<file path="src/rtl/apt_pkg.sv">
// Package: shared types for the associative page translator.
// Assumes: nothing beyond IEEE 1800-2017.
package apt_pkg;

    // Classification of one lookup before it is registered.
    typedef enum logic [1:0] {
        OUT_NONE  = 2'd0,
        OUT_HIT   = 2'd1,
        OUT_FAULT = 2'd2,
        OUT_VIOL  = 2'd3
    } apt_outcome_e;

endpackage

</file>
<file path="src/rtl/apt_frame_bank.sv">
// Module: apt_frame_bank
// Holds one associative register per page frame: block number, valid,
// lock-out and use flag. It compares the requested block with every
// entry in parallel and drives one match line and one lock line per frame.
// Assumes: the supervisor write wins over a use-flag set to the same frame.
module apt_frame_bank #(
    parameter int FRAMES  = 32,
    parameter int BLK_W   = 11,
    localparam int FRAME_W = $clog2(FRAMES)
) (
    input  logic               clk,
    input  logic               rst_n,
    input  logic [BLK_W-1:0]   look_block,
    input  logic               wr_en,
    input  logic [FRAME_W-1:0] wr_frame,
    input  logic [BLK_W-1:0]   wr_block,
    input  logic               wr_valid,
    input  logic               wr_lock,
    input  logic [FRAMES-1:0]  use_set,
    output logic [FRAMES-1:0]  match_vec,
    output logic [FRAMES-1:0]  lock_vec,
    output logic [FRAMES-1:0]  use_vec
);

    logic [BLK_W-1:0] ent_block [FRAMES];
    logic [FRAMES-1:0] ent_valid;
    logic [FRAMES-1:0] ent_lock;
    logic [FRAMES-1:0] ent_use;

    for (genvar i = 0; i < FRAMES; i++) begin : g_entry
        logic sel;
        assign sel = wr_en && (wr_frame == FRAME_W'(i));

        // Entry contents: loaded only by the supervisor write port.
        always_ff @(posedge clk) begin
            if (!rst_n) begin
                ent_block[i] <= '0;
                ent_valid[i] <= 1'b0;
                ent_lock[i]  <= 1'b0;
            end else if (sel) begin
                ent_block[i] <= wr_block;
                ent_valid[i] <= wr_valid;
                ent_lock[i]  <= wr_lock;
            end
        end

        // Use flag: cleared by a write, set by a granted access.
        always_ff @(posedge clk) begin
            if (!rst_n) begin
                ent_use[i] <= 1'b0;
            end else if (sel) begin
                ent_use[i] <= 1'b0;
            end else if (use_set[i]) begin
                ent_use[i] <= 1'b1;
            end
        end

        // Parallel compare: a valid entry holding the requested block.
        assign match_vec[i] = ent_valid[i] && (ent_block[i] == look_block);
        assign lock_vec[i]  = ent_lock[i];
    end

    assign use_vec = ent_use;

endmodule

</file>
<file path="src/rtl/apt_match_encode.sv">
// Module: apt_match_encode
// Encodes the match lines into a frame index by OR-ing the indices of
// the set lines. It also reports whether any line and whether more than
// one line is set.
// Assumes: the index is meaningful only when exactly one line is set.
module apt_match_encode #(
    parameter int FRAMES  = 32,
    localparam int FRAME_W = $clog2(FRAMES)
) (
    input  logic [FRAMES-1:0]  match_vec,
    output logic [FRAME_W-1:0] frame_idx,
    output logic               any_match,
    output logic               multi_match
);

    // Encoder and duplicate detector in a single pass over the lines.
    always_comb begin
        frame_idx   = '0;
        any_match   = 1'b0;
        multi_match = 1'b0;
        for (int i = 0; i < FRAMES; i++) begin
            if (match_vec[i]) begin
                if (any_match) begin
                    multi_match = 1'b1;
                end
                any_match = 1'b1;
                frame_idx = frame_idx | FRAME_W'(i);
            end
        end
    end

endmodule

</file>
<file path="src/rtl/apt_resp_stage.sv">
// Module: apt_resp_stage
// Classifies a lookup as hit, fault or violation, forms the real address
// and registers the response. It also emits the grant used for use flags.
// Assumes: the inputs come from the same cycle as req_valid.
module apt_resp_stage
    import apt_pkg::*;
#(
    parameter int FRAME_W = 5,
    parameter int LINE_W  = 9,
    localparam int RA_W   = FRAME_W + LINE_W
) (
    input  logic               clk,
    input  logic               rst_n,
    input  logic               req_valid,
    input  logic               req_xfer,
    input  logic [LINE_W-1:0]  req_line,
    input  logic [FRAME_W-1:0] frame_idx,
    input  logic               any_match,
    input  logic               multi_match,
    input  logic               hit_locked,
    output logic               grant,
    output logic               rsp_valid,
    output logic [RA_W-1:0]    rsp_raddr,
    output logic               rsp_hit,
    output logic               rsp_fault,
    output logic               rsp_viol,
    output logic               rsp_multi
);

    apt_outcome_e outcome;

    // Decide the outcome: multi-hit and miss fault, lock blocks programs.
    always_comb begin
        if (!req_valid) begin
            outcome = OUT_NONE;
        end else if (!any_match || multi_match) begin
            outcome = OUT_FAULT;
        end else if (hit_locked && !req_xfer) begin
            outcome = OUT_VIOL;
        end else begin
            outcome = OUT_HIT;
        end
    end

    assign grant = (outcome == OUT_HIT);

    // Response register: one cycle of latency from request to result.
    always_ff @(posedge clk) begin
        if (!rst_n) begin
            rsp_valid <= 1'b0;
            rsp_raddr <= '0;
            rsp_hit   <= 1'b0;
            rsp_fault <= 1'b0;
            rsp_viol  <= 1'b0;
            rsp_multi <= 1'b0;
        end else begin
            rsp_valid <= req_valid;
            rsp_raddr <= grant ? {frame_idx, req_line} : '0;
            rsp_hit   <= grant;
            rsp_fault <= (outcome == OUT_FAULT);
            rsp_viol  <= (outcome == OUT_VIOL);
            rsp_multi <= req_valid && multi_match;
        end
    end

endmodule

</file>
<file path="src/rtl/assoc_page_translator.sv">
// Module: assoc_page_translator (top)
// Fully associative virtual-to-real page translation. There is one register
// per core frame, with lock-out and use flags, and a supervisor write port.
// Assumes: the supervisor keeps block numbers unique; duplicates are
// detected and reported as faults.
module assoc_page_translator #(
    parameter int BLK_W   = 11,
    parameter int LINE_W  = 9,
    parameter int FRAMES  = 32,
    localparam int FRAME_W = $clog2(FRAMES),
    localparam int VA_W    = BLK_W + LINE_W,
    localparam int RA_W    = FRAME_W + LINE_W
) (
    input  logic               clk,
    input  logic               rst_n,
    input  logic               req_valid,
    input  logic [VA_W-1:0]    req_vaddr,
    input  logic               req_xfer,
    input  logic               sup_we,
    input  logic [FRAME_W-1:0] sup_frame,
    input  logic [BLK_W-1:0]   sup_block,
    input  logic               sup_valid,
    input  logic               sup_lock,
    output logic               rsp_valid,
    output logic [RA_W-1:0]    rsp_raddr,
    output logic               rsp_hit,
    output logic               rsp_fault,
    output logic               rsp_viol,
    output logic               rsp_multi,
    output logic [FRAMES-1:0]  use_flags
);

    logic [FRAMES-1:0]  match_vec;
    logic [FRAMES-1:0]  lock_vec;
    logic [FRAMES-1:0]  use_set;
    logic [FRAME_W-1:0] frame_idx;
    logic               any_match;
    logic               multi_match;
    logic               hit_locked;
    logic               grant;

    apt_frame_bank #(.FRAMES(FRAMES), .BLK_W(BLK_W)) u_bank (
        .clk        (clk),
        .rst_n      (rst_n),
        .look_block (req_vaddr[VA_W-1:LINE_W]),
        .wr_en      (sup_we),
        .wr_frame   (sup_frame),
        .wr_block   (sup_block),
        .wr_valid   (sup_valid),
        .wr_lock    (sup_lock),
        .use_set    (use_set),
        .match_vec  (match_vec),
        .lock_vec   (lock_vec),
        .use_vec    (use_flags)
    );

    apt_match_encode #(.FRAMES(FRAMES)) u_enc (
        .match_vec   (match_vec),
        .frame_idx   (frame_idx),
        .any_match   (any_match),
        .multi_match (multi_match)
    );

    // Lock state of the matching register (one-hot case only is used).
    assign hit_locked = |(match_vec & lock_vec);

    // A granted access marks its own frame as used.
    assign use_set = match_vec & {FRAMES{grant}};

    apt_resp_stage #(.FRAME_W(FRAME_W), .LINE_W(LINE_W)) u_resp (
        .clk         (clk),
        .rst_n       (rst_n),
        .req_valid   (req_valid),
        .req_xfer    (req_xfer),
        .req_line    (req_vaddr[LINE_W-1:0]),
        .frame_idx   (frame_idx),
        .any_match   (any_match),
        .multi_match (multi_match),
        .hit_locked  (hit_locked),
        .grant       (grant),
        .rsp_valid   (rsp_valid),
        .rsp_raddr   (rsp_raddr),
        .rsp_hit     (rsp_hit),
        .rsp_fault   (rsp_fault),
        .rsp_viol    (rsp_viol),
        .rsp_multi   (rsp_multi)
    );

endmodule

</file>
<file path="config.mk">
export PLATFORM = sky130hd
export DESIGN_NAME = assoc_page_translator
export DESIGN_NICKNAME = d
export VERILOG_FILES = /design/src/rtl/apt_pkg.sv /design/src/rtl/apt_frame_bank.sv /design/src/rtl/apt_match_encode.sv /design/src/rtl/apt_resp_stage.sv /design/src/rtl/assoc_page_translator.sv
export SDC_FILE = /design/constraint.sdc
export NUM_CORES = 1
export LEC_CHECK = 0
export BUFFER_PORTS_ARGS = -buffer_cell sky130_fd_sc_hd__buf_2
export CELL_PAD_IN_SITES_DETAIL_PLACEMENT = 0
export CELL_PAD_IN_SITES_GLOBAL_PLACEMENT = 2
export CORE_MARGIN = 2
export CORE_UTILIZATION = 46
export DETAILED_ROUTE_END_ITERATION = 10
export PLACE_DENSITY_LB_ADDON = 0.1
export SETUP_SLACK_MARGIN = 0.02
export SYNTH_ARGS = -nofsm -noshare
export SYNTH_HDL_FRONTEND = slang
export SYNTH_SLANG_ARGS = --single-unit
</file>
<file path="constraint.sdc">
create_clock -name clk -period 6.1 [get_ports clk]
set_input_delay 0.305 -clock clk [delete_from_list [all_inputs] [get_ports clk]]
set_output_delay 0.305 -clock clk [all_outputs]
set_load 0.02 [all_outputs]
</file>
==> metrics.txt <==
port buffer count=93; Vias per Instance=5.80; Fill cells=4580; Die Y=231 um; fin cells=2852; first-pass GRT wire length=111000 um; hpwl dp=48700 um; top-count cell post-synth=and2_1; GR Overflow Total=0; Hold Vio Cnt, Final=0; post-layout minimum cycle time=4.13 ns; detailed-route via count=16500; IO Count=94; Tcrit/Tclk final=67.6%; Root Driver=clkbuf_16; Post-synth EDFFs=352; Crit Path Category=flop to flop; CTS sink cnt=467; vias in the first global route=16000; synthesized cell area=23700 um2; fin util=51.5%; RSZ-0062 raised after global routing=no; synth unique cells=69; Total Nets Final=2172; synthesized flop and latch total=467; H-tree depth reported by CTS=2; RePlAce Congestion=0.916; Post-Syn Nets=2100; Fmax achieved=242 MHz; Setup crit end kind=flop; r2r setup slk=1.97 ns; initial core utilization=46.3%; Avg Cell Area, Syn=11.5 um2; Leak Pwr=8.99 nW; CTS tree=done; critical path fanouts, max=19; outcome=finished clean; synth top area cells=edfxtp_1 (45%), xnor2_1 (13%), dfxtp_1 (9.7%), and2_1 (9.4%), nand4_1 (4.5%); GRT Total Usage=29.2%; largest net degree at the start of global routing=37; Worst-Skew Late Latency=0.61 ns; Yosys warning count=0; HP Class=input port to flop; Worst Path Required=6.61 ns; die area=53200 um2; Max clock buf depth=3; WL per Instance=27.2 um; final setup vio count=0; worst setup path endpoint=u_bank.use_vec[3]; Max Cap Viol=0; top post-synthesis cells by count=and2_1 (356), edfxtp_1 (352), xnor2_1 (352); Reg area=12900 um2; Critical R2R Capture=u_bank.use_vec[3]; Worst Path Arrival=4.64 ns; WL final=77600 um; share of post-route cells with drive strength above 1=11.5%; Peak VDD IR=203 uV; Worst Setup Start Kind=flop; Synth top area share=44.7%; async set or reset register ratio after synthesis=0%; r2r startpoint=u_bank.ent_block[0][120]; Die X=231 um; DRC=0; Setup Skew=0.0257 ns; cell taking the most area after synthesis=edfxtp_1; Setup crit start=u_bank.ent_block[0][120]; power per cell area=283 nW/um2; P&R area growth vs syn=11.2%; Multi-input gate area=9710 um2; cts bufs inserted=51; post-synthesis instance total=2057; Rows=83; reg2reg path depth=10; Main synth FF type=edfxtp_1; drt first pass iters=5; CORE AREA=51100 um2; Slew Viols, Final=0; total negative setup slack=0 ns; sequential fraction of the synthesis area=54.4%; initial antenna violation count=5; CTS resizes=0; Initial DRC Count=1781; Clk pin slew, worst setup/hold paths=0.06 ns; Slew @ Worst Pin=1.23 ns; ANT nets after route=0; DP Cell Count=2747; Rel. slew slack=17.1%
## sequential cells by signal, summed over array words and instances, names as in the netlist
signal	flops
u_bank.ent_block	352
u_bank.ent_valid	32
u_bank.lock_vec	32
u_bank.use_vec	32
u_resp.rsp_raddr	14
u_resp.rsp_fault	1
u_resp.rsp_hit	1
u_resp.rsp_multi	1
u_resp.rsp_valid	1
u_resp.rsp_viol	1
## kinds of logic after synthesis
family,after synthesis,share of synthesized area (%)
compound gates,188,6.43
xor+xnor,352,13.0
flops,467,54.4
fa+ha+maj,3,0.127
buf+inv,181,4.60
simple gates,866,21.4
## area by class of cell
class | instances | area share [%]
flip-flops and latches | 467 | 48.9
multi-input cells | 1409 | 36.9
clock buffers | 76 | 5.79
repair buffers | 149 | 3.79
well taps | 680 | 3.23
inverters | 51 | 0.728
clock inverters | 19 | 0.604
diodes | 1 | 0.00951
## through the flow
step | worst slack [ns] | power (W) | hold WS [ns] | cell area, um2
after floorplan | 2.96 | 0.00414 | 0.430 | 23700
after global placement | 1.58 | 0.00435 | 0.459 | 24500
after detailed placement | 1.51 | 0.00435 | 0.466 | 24500
after CTS | 2.10 | 0.00746 | 0.0334 | 26300
after global routing | 1.83 | 0.00764 | 0.0607 | 26300
final | 1.97 | 0.00744 | 0.0572 | 26300
## cell usage in the layout (no fill, tap or decap), types with 38 or more instances in the layout
| cell | Yosys | routed |
|---|---|---|
| and2_1 | 356 | 356 |
| nor2_1 | 64 | 64 |
| buf_4 | 11 | 40 |
| xnor2_1 | 352 | 352 |
| nand4_1 | 170 | 170 |
| a22o_1 | 56 | 56 |
| inv_1 | 51 | 51 |
| buf_2 | 2 | 93 |
| nand2_1 | 113 | 113 |
| edfxtp_1 | 352 | 352 |
| dfxtp_1 | 115 | 115 |
| clkbuf_16 | 0 | 54 |
| nor4_1 | 41 | 38 |
## power breakdown
group / switching [W] / internal (W)
sequential: 0.0000661 / 0.00355
combinational: 0.000452 / 0.000227
clock: 0.00130 / 0.00184
## timing repair
item	in CTS	in global routing
hold buffers	9	0
hold endpoints to repair	9	0
buffers inserted	0	0
## worst min-delay path by stage
stage,cells past startpoint,start,to,slack [ns]
3_3_place_gp,1,u_bank.lock_vec[29],u_bank.lock_vec[29],0.46
5_1_grt,3,req_valid,u_resp.rsp_valid,0.06
6_report,3,req_valid,u_resp.rsp_valid,0.06
3_5_place_dp,1,u_bank.lock_vec[29],u_bank.lock_vec[29],0.47
2_1_floorplan,1,sup_valid,u_bank.ent_valid[30],0.43
4_1_cts,3,req_valid,u_resp.rsp_valid,0.03
## routing by layer
metal / GRT usage [%] / part of all wire, % / vias up
met1: 41.6 / 44 / 8201
met2: 45.7 / 45 / 715
met4: 9.74 / 3.2 / 2
met5: 0 / 0.015 / -
li1: - / - / 7469
met3: 4.40 / 7.7 / 161
## worst max-delay path, cell delays in order, from the launching register on
cell and delay, ns:
edfxtp_1 0.42, xnor2_1 0.38, nand4_1 0.15, nor4_1 0.96, nor2_1 0.22, nand3_1 0.33
o31ai_1 0.17, nand3_2 0.09, or4b_2 0.81, buf_12 0.27, o31ai_1 0.21
Power figures use the tool's default switching activity.
